## src/rtl/nic_pkg.sv

```systemverilog
package nic_pkg;

   typedef enum logic [2:0] {
      SEL_ENABLED = 3'd0,
      SEL_RAW     = 3'd1,
      SEL_MASK    = 3'd2,
      SEL_VADDR   = 3'd3,
      SEL_VPAGE   = 3'd4,
      SEL_RETPC   = 3'd5,
      SEL_RSV6    = 3'd6,
      SEL_RSV7    = 3'd7
   } nic_reg_e;

   localparam int unsigned VEC_SHIFT = 2;

endpackage

```

## src/rtl/nic_flags.sv

```systemverilog
module nic_flags #(
   parameter int unsigned N = 16
) (
   input  logic         clk,
   input  logic         rst_n,
   input  logic [N-1:0] set_i,
   input  logic [N-1:0] clr_i,
   output logic [N-1:0] pend_o
);

   generate
      for (genvar g = 0; g < N; g++) begin : g_flag
         always_ff @(posedge clk) begin
            if (!rst_n)
               pend_o[g] <= 1'b0;
            else if (set_i[g])
               pend_o[g] <= 1'b1;
            else if (clr_i[g])
               pend_o[g] <= 1'b0;
         end
      end
   endgenerate

   // a request always leaves its flag set on the next cycle
   a_r2_set_sticks: assert property (@(posedge clk) disable iff (!rst_n)
      (set_i != '0) |=> ((pend_o & $past(set_i)) == $past(set_i)));

endmodule

```

## src/rtl/nic_arbiter.sv

```systemverilog
module nic_arbiter #(
   parameter int unsigned N         = 16,
   parameter bit          LOW_FIRST = 1'b1,
   localparam int unsigned IDW      = $clog2(N)
) (
   input  logic           clk,
   input  logic           rst_n,
   input  logic [N-1:0]   act_i,
   output logic           any_o,
   output logic [IDW-1:0] id_o
);

   assign any_o = |act_i;

   generate
      if (LOW_FIRST) begin : g_low
         always_comb begin
            id_o = '0;
            for (int i = N - 1; i >= 0; i--)
               if (act_i[i]) id_o = IDW'(i);
         end
         // nothing below the winner is active
         a_r4_lowest_wins: assert property (@(posedge clk) disable iff (!rst_n)
            any_o |-> ((act_i & ~({N{1'b1}} << id_o)) == '0));
      end else begin : g_high
         always_comb begin
            id_o = '0;
            for (int i = 0; i < N; i++)
               if (act_i[i]) id_o = IDW'(i);
         end
      end
   endgenerate

   // the selected source is one that is actually requesting
   a_r4_winner_active: assert property (@(posedge clk) disable iff (!rst_n)
      any_o |-> act_i[id_o]);

endmodule

```

## src/rtl/nic_stack.sv

```systemverilog
module nic_stack #(
   parameter int unsigned DEPTH = 16,
   parameter int unsigned AW    = 32,
   parameter int unsigned SW    = 8,
   localparam int unsigned CW   = $clog2(DEPTH + 1),
   localparam int unsigned IW   = (DEPTH > 1) ? $clog2(DEPTH) : 1
) (
   input  logic          clk,
   input  logic          rst_n,
   input  logic          push_i,
   input  logic          pop_i,
   input  logic [AW-1:0] pc_i,
   input  logic [SW-1:0] st_i,
   output logic [AW-1:0] top_pc_o,
   output logic [SW-1:0] top_st_o,
   output logic          full_o,
   output logic          empty_o
);

   logic [AW-1:0] pc_mem [DEPTH];
   logic [SW-1:0] st_mem [DEPTH];
   logic [CW-1:0] cnt;
   logic [CW-1:0] top_ix;

   assign full_o  = (cnt == CW'(DEPTH));
   assign empty_o = (cnt == '0);
   assign top_ix  = cnt - CW'(1);

   always_ff @(posedge clk) begin
      if (!rst_n)
         cnt <= '0;
      else if (push_i)
         cnt <= cnt + CW'(1);
      else if (pop_i)
         cnt <= cnt - CW'(1);
   end

   always_ff @(posedge clk) begin
      if (push_i) begin
         pc_mem[cnt[IW-1:0]] <= pc_i;
         st_mem[cnt[IW-1:0]] <= st_i;
      end
   end

   assign top_pc_o = empty_o ? '0 : pc_mem[top_ix[IW-1:0]];
   assign top_st_o = empty_o ? '0 : st_mem[top_ix[IW-1:0]];

   // a push grows the stack by one and shows the pushed frame
   a_r6_push_grows: assert property (@(posedge clk) disable iff (!rst_n)
      push_i |=> (cnt == $past(cnt) + CW'(1)) && (top_pc_o == $past(pc_i)));
   // a pop shrinks the stack by one
   a_r7_pop_shrinks: assert property (@(posedge clk) disable iff (!rst_n)
      (pop_i && !push_i) |=> (cnt == $past(cnt) - CW'(1)));
   // the controller never pushes into a full stack
   a_r8_no_push_full: assert property (@(posedge clk) disable iff (!rst_n)
      push_i |-> !full_o);
   // push and pop are never issued together
   a_r9_no_push_pop: assert property (@(posedge clk) disable iff (!rst_n)
      !(push_i && pop_i));

endmodule

```

## src/rtl/nest_irq_ctrl.sv

```systemverilog
module nest_irq_ctrl #(
   parameter int unsigned N_INT     = 4,
   parameter int unsigned N_EXT     = 12,
   parameter int unsigned AW        = 32,
   parameter int unsigned SW        = 8,
   parameter int unsigned DEPTH     = 16,
   parameter bit          LOW_FIRST = 1'b1,
   localparam int unsigned N_SRC    = N_INT + N_EXT,
   localparam int unsigned IDW      = $clog2(N_SRC)
) (
   input  logic             clk,
   input  logic             rst_n,
   input  logic [N_INT-1:0] irq_int,
   input  logic [N_EXT-1:0] irq_ext,
   output logic             intr_req,
   output logic [IDW-1:0]   intr_id,
   output logic [AW-1:0]    vec_addr,
   input  logic             cpu_take,
   input  logic [AW-1:0]    cpu_ret_pc,
   input  logic [SW-1:0]    cpu_status,
   input  logic             cpu_reti,
   output logic [AW-1:0]    top_pc,
   output logic [SW-1:0]    top_status,
   input  logic [2:0]       reg_sel,
   input  logic             reg_we,
   input  logic [AW-1:0]    reg_wdata,
   output logic [AW-1:0]    reg_rdata
);

   import nic_pkg::*;

   generate
      if (N_SRC > AW) begin : g_chk_width
         $error("source count exceeds register width");
      end
      if (DEPTH < 2) begin : g_chk_depth
         $error("stack depth must be at least 2");
      end
      if (N_INT == 0) begin : g_chk_int
         $error("at least one internal source is required");
      end
   endgenerate

   logic [N_SRC-1:0] req_in;
   logic [N_SRC-1:0] pend;
   logic [N_SRC-1:0] mask_q;
   logic [N_SRC-1:0] enabled;
   logic [N_SRC-1:0] clr_oh;
   logic [AW-1:0]    vpage_q;
   logic             any_en;
   logic             stk_full;
   logic             stk_empty;
   logic             take_ok;
   logic             reti_ok;
   nic_reg_e         sel_e;

   assign req_in  = {irq_ext, irq_int};
   assign enabled = pend & mask_q;
   assign sel_e   = nic_reg_e'(reg_sel);

   nic_flags #(.N(N_SRC)) u_flags (
      .clk    (clk),
      .rst_n  (rst_n),
      .set_i  (req_in),
      .clr_i  (clr_oh),
      .pend_o (pend)
   );

   nic_arbiter #(.N(N_SRC), .LOW_FIRST(LOW_FIRST)) u_arb (
      .clk   (clk),
      .rst_n (rst_n),
      .act_i (enabled),
      .any_o (any_en),
      .id_o  (intr_id)
   );

   assign intr_req = any_en && !stk_full;
   assign take_ok  = cpu_take && intr_req;
   assign reti_ok  = cpu_reti && !stk_empty && !take_ok;
   assign clr_oh   = take_ok ? (N_SRC'(1) << intr_id) : '0;
   assign vec_addr = vpage_q + (AW'(intr_id) << VEC_SHIFT);

   nic_stack #(.DEPTH(DEPTH), .AW(AW), .SW(SW)) u_stack (
      .clk      (clk),
      .rst_n    (rst_n),
      .push_i   (take_ok),
      .pop_i    (reti_ok),
      .pc_i     (cpu_ret_pc),
      .st_i     (cpu_status),
      .top_pc_o (top_pc),
      .top_st_o (top_status),
      .full_o   (stk_full),
      .empty_o  (stk_empty)
   );

   always_ff @(posedge clk) begin
      if (!rst_n) begin
         mask_q  <= '0;
         vpage_q <= '0;
      end else if (reg_we) begin
         if (sel_e == SEL_MASK)  mask_q  <= reg_wdata[N_SRC-1:0];
         if (sel_e == SEL_VPAGE) vpage_q <= reg_wdata;
      end
   end

   always_comb begin
      case (sel_e)
         SEL_ENABLED: reg_rdata = AW'(enabled);
         SEL_RAW:     reg_rdata = AW'(pend);
         SEL_MASK:    reg_rdata = AW'(mask_q);
         SEL_VADDR:   reg_rdata = vec_addr;
         SEL_RETPC:   reg_rdata = top_pc;
         default:     reg_rdata = '0;
      endcase
   end

   // an interrupt is offered only for an enabled pending source
   a_r3_req_needs_enable: assert property (@(posedge clk) disable iff (!rst_n)
      intr_req |-> (enabled != '0));
   // nothing is offered while the stack is full
   a_r8_full_blocks: assert property (@(posedge clk) disable iff (!rst_n)
      stk_full |-> !intr_req);
   // acknowledged source is cleared when not re-requested
   a_r6_ack_clears: assert property (@(posedge clk) disable iff (!rst_n)
      (take_ok && !req_in[intr_id]) |=> !pend[$past(intr_id)]);
   // a request in the acknowledge cycle survives
   a_r10_rerequest_kept: assert property (@(posedge clk) disable iff (!rst_n)
      (take_ok && req_in[intr_id]) |=> pend[$past(intr_id)]);
   // the vector is always word aligned relative to the page base
   a_r5_vec_aligned: assert property (@(posedge clk) disable iff (!rst_n)
      ((vec_addr - vpage_q) & AW'(3)) == '0);

endmodule

```

## config.mk

```make
export PLATFORM = sky130hd
export DESIGN_NAME = nest_irq_ctrl
export DESIGN_NICKNAME = d
export VERILOG_FILES = /design/src/rtl/nic_pkg.sv /design/src/rtl/nic_flags.sv /design/src/rtl/nic_arbiter.sv /design/src/rtl/nic_stack.sv /design/src/rtl/nest_irq_ctrl.sv
export SDC_FILE = /design/constraint.sdc
export NUM_CORES = 1
export LEC_CHECK = 0
export ABC_AREA = 1
export CAP_MARGIN = 20
export CORE_ASPECT_RATIO = 0.6
export CORE_MARGIN = 3
export CORE_UTILIZATION = 40
export CTS_CLUSTER_DIAMETER = 50
export CTS_CLUSTER_SIZE = 20
export DETAILED_ROUTE_END_ITERATION = 16
export DONT_BUFFER_PORTS = 1
export GPL_TIMING_DRIVEN = 0
export PLACE_DENSITY = 0.59
export SLEW_MARGIN = 0
export SYNTH_ARGS = -nofsm -noshare
export SYNTH_HDL_FRONTEND = slang
export SYNTH_HIERARCHICAL = 1
export SYNTH_SLANG_ARGS = --single-unit
```

## constraint.sdc

```tcl
create_clock -name clk -period 12.4 [get_ports clk]
set_input_delay 3.1 -clock clk [delete_from_list [all_inputs] [get_ports clk]]
set_output_delay 3.1 -clock clk [all_outputs]
set_load 0.02 [all_outputs]
```

==> run_results.csv <==
group,metric,value,unit
route,detailedRoute.firstIterationViolations,3089,
synth,synth_cell_types,48,
pwr,design_power_total,8512,uW
route,finalWirelength,103800,um
synth,synthesis.area_per_instance,10.35,um2
global_routing,grt_util_met3,0.08045,
sta,finalSetupViolCount,0,
pwr,ir_worst_vdd,0.0001677,V
setup_path,crit_cells,18,
die,floorplan.die.width,363.3,um
clocking,cts-root-buf,"sky130_fd_sc_hd__clkbuf_16",
sta,finalCriticalPeriod,8.447,ns
synth,yosysSeqAreaShare,0.6722,
route,drc,0,
setup_path,path_cells,"buf_4 -> inv_4 -> buf_2 -> buf_2 -> ha_1 -> buf_2 -> inv_1 -> buf_4 -> clkbuf_1 -> nand3_1 -> nand2_1 -> a21oi_1 -> nor2_1 -> nor2_1 -> nand2_1 -> nand2_1 -> a21oi_1 -> nand2_1",
synth,syn-num-nets,3067,
layout,postLayoutCellArea,0.03404,mm2
synth,synth-edff-count,640,
route,dr_total_vias,22960,
setup_path,path_common_cell,"sky130_fd_sc_hd__nand2_1",
die,floorplan.initialDensity,0.4099,
hold_path,hold_path.class,"flip-flop to flip-flop",
pwr,switching_share,0.4797,
die,dieArea,0.08008,mm2
layout,seqCellArea,0.02060,mm2
placed_design,placement.io_buffers,0,
synth,syn-cell-area,0.03064,mm2
clocking,clkSlewWorstSetupHoldPaths,0.08,ns
pwr,seq_power_share,0.317,
global_routing,met1_usage,0.4073,
layout,leading_cell_type_in_the_layout_fill_and_taps_excluded,"sky130_fd_sc_hd__nand2_1",
global_routing,antenna_found_initial,2,
pwr,pwr_density_cell,250.1,mW/mm2
sta,slew_worst_pin,1.201,ns
setup_path,worst-endpoint-arrival,5.35,ns
clocking,cts-root-to-sink-buffers,3,
clocking,depth_of_the_cts_h_tree,2,
global_routing,grt_start_max_net_pins,27,
hold_path,worst_hold_path.num_cells,2,
clocking,worstSkewPairLatency,0.61,ns
die,placementRows,77,
clocking,cts_tree,"yes",
global_routing,grt_pass1_vias,20870,
synth,biggest_area_consumer_among_synthesized_cells,"sky130_fd_sc_hd__edfxtp_1",
setup_path,cp-start-kind,"flip-flop",
sta,timing.setup.tns,0,ns
synth,asyncSetResetFlopFracSynth,0,
pwr,power_leakage,0.01265,uW
layout,fill_cells,6839,
layout,area_delta_synth_final,11.09,%
global_routing,global_routing_usage_on_met2,0.3244,
clocking,numCtsBuffers,49,
setup_path,timing.critical_path.buf_inv,8,
synth,synth_area_leaders,"sky130_fd_sc_hd__edfxtp_1 63%, sky130_fd_sc_hd__nand2_1 12%, sky130_fd_sc_hd__nand3_1 8.2%",
global_routing,grtUsageTotal,0.2537,
die,coreArea,0.07476,mm2
sta,slew-limit-headroom,0.1961,
setup_path,r2r.worst_path.cells,14,
global_routing,grt_pass1_wl,146500,um
placed_design,gpl.final_weighted_congestion,0.9425,
synth,yosys_register_bits,709,
setup_path,critical-path-top-delay-family,"buffers and inverters",
sta,rsz0062_at_grt,"false",
layout,multiInputGateArea,0.008852,mm2
setup_path,timing.critical_path.to_type,"output port",
route,detail-route-antenna-nets,0,
run,maxCapViolations,0,
setup_path,cp_data_required_time,9.30,ns
synth,synth_flop_cell,"sky130_fd_sc_hd__edfxtp_1",
clocking,number_of_buffers_inserted_by_post_cts_setup_repair,0,
clocking,post_cts_hold_buffer_count,0,
route,avgViaCountPerCell,5.670,
pwr,clockPowerShare,0.202,
setup_path,worstPathMaxFanout,11,
placed_design,placement.cell_area,0.03241,mm2
pwr,combPwrFrac,0.481,
setup_path,critPathMaxStageDelay,0.71,ns
global_routing,globalRoute.busiestLayer,"met1",
synth,yosys_warnings,6,
sta,skew,0.02893,ns
global_routing,grt_overflow_total,0,
outcome,outcome,"finished clean",
synth,post_synth_inst_count,2962,
sta,max_transition_viols_final,0,
die,io_pins,205,
sta,final.hold.worst_slack,0.5037,ns
layout,final_nets,3138,
layout,post_route_cells_drive_above_1_share,0.09275,
route,wl_per_cell,25.62,um
sta,hold_viol_final,0,
placed_design,dp_wirelength,76200,um
setup_path,setup_crit_path_kind,"flip-flop to output port",
synth,synth_top_area_frac,0.6272,
route,number_of_detailed_route_iterations_in_the_first_pass,6,
die,die-height,220.4,um
clocking,ctsResizeCount,0,
setup_path,crit_path_top_delay_cell,"sky130_fd_sc_hd__clkbuf_1",
setup_path,worst-r2r-setup-slack,7.14,ns
clocking,tritoncts_num_sinks,709,
sta,achievable-frequency,118.4,MHz
pwr,p_int,4429,uW
pwr,total_switching_power,4083,uW
layout,layout_common_cells,"967 x sky130_fd_sc_hd__nand2_1, 640 x sky130_fd_sc_hd__edfxtp_1, 500 x sky130_fd_sc_hd__nand3_1",
sta,fin_crit_sh,0.6812,
-- cells in the mapped netlist (2+ instances only) --
library cell	n
sky130_fd_sc_hd__a21oi_1	123
sky130_fd_sc_hd__nand2_4	2
sky130_fd_sc_hd__nor2_4	3
sky130_fd_sc_hd__o21ai_1	4
sky130_fd_sc_hd__xor2_2	3
sky130_fd_sc_hd__dfxtp_1	69
sky130_fd_sc_hd__xor2_1	3
sky130_fd_sc_hd__clkbuf_1	36
sky130_fd_sc_hd__edfxtp_1	640
sky130_fd_sc_hd__nor2_2	3
sky130_fd_sc_hd__and2_1	8
sky130_fd_sc_hd__nor3_1	7
sky130_fd_sc_hd__o21ai_0	54
sky130_fd_sc_hd__nand3b_1	3
sky130_fd_sc_hd__nand4_1	9
sky130_fd_sc_hd__buf_1	6
sky130_fd_sc_hd__nor2_1	203
sky130_fd_sc_hd__nand3_1	500
sky130_fd_sc_hd__o211ai_1	3
sky130_fd_sc_hd__ha_1	8
sky130_fd_sc_hd__a22oi_1	5
sky130_fd_sc_hd__inv_2	13
sky130_fd_sc_hd__nand2_1	967
sky130_fd_sc_hd__xnor2_1	2
sky130_fd_sc_hd__buf_2	99
sky130_fd_sc_hd__buf_4	17
sky130_fd_sc_hd__o2111ai_1	10
sky130_fd_sc_hd__inv_1	121
sky130_fd_sc_hd__or2_2	2
sky130_fd_sc_hd__a21oi_2	11
sky130_fd_sc_hd__nor3_2	3
sky130_fd_sc_hd__buf_6	2
sky130_fd_sc_hd__nand2_2	8
-- state kept, by name (all words and copies together), names as in the netlist --
signal / flops
vpage_q: 32
u_flags/pend_o: 16
u_stack/st_mem: 128
u_stack/cnt: 5
u_stack/pc_mem: 512
mask_q: 16
-- power groups by stage --
stage / registers [uW] / clock network, uW / logic [uW]
6_report: 2700 / 1720 / 4090
5_1_grt: 2700 / 1850 / 4350
4_1_cts: 2700 / 1750 / 3990
3_5_place_dp: 2750 / 0 / 3970
3_3_place_gp: 2760 / 0 / 3900
2_1_floorplan: 2740 / 0 / 2410
-- routing by layer --
metal | routed length (um) | up-vias
li1 | - | 10250
met1 | 48460 | 11270
met2 | 39060 | 1308
met3 | 13830 | 131
met4 | 2395 | 2
met5 | 13 | -
-- cell type report --
class	count	area share
sequential	709	0.6052
multi-input combinational	1956	0.2601
clock buffer	54	0.03657
tap	987	0.03628
buffer	160	0.02360
inverter	137	0.01522
timing repair buffer	20	0.01213
clock inverter	26	0.01092
antenna	1	0.00007351
-- worst min-delay path: cells and delay by family, from the launching register on --
family	cells	cell delay [ns]
buf+inv	1	0.07
flops	1	0.31
compound gates	1	0.07
-- logic make-up (layout without fill, tap and decap cells) --
group           count (synthesis)  after routing  share of synthesized area
fa+ha+maj                       9              9                   0.003920
other cells                     0              1                          0
buf+inv                       297            397                    0.04312
simple gates                 1724           1724                     0.2380
compound gates                214            214                    0.03875
xor+xnor                        9              9                   0.003920
flops                         709            709                     0.6722
-- through the flow --
step,setup WS [ns],utilization,std cells
2_1_floorplan,5.266,-,2962
3_3_place_gp,4.126,0.4264,3949
3_5_place_dp,4.664,0.4335,3968
4_1_cts,4.196,0.4551,4048
5_1_grt,3.799,0.4553,4049
6_report,3.953,0.4553,4050
-- final timing paths --
kind | end | from
hold reg to reg | vpage_q[31] | vpage_q[31]
setup reg to reg | u_stack/pc_mem[15][17] | u_stack/cnt[0]
setup / recovery | reg_rdata[10] | u_stack/cnt[0]
hold / removal | vpage_q[31] | vpage_q[31]
Power figures use the tool's default switching activity.
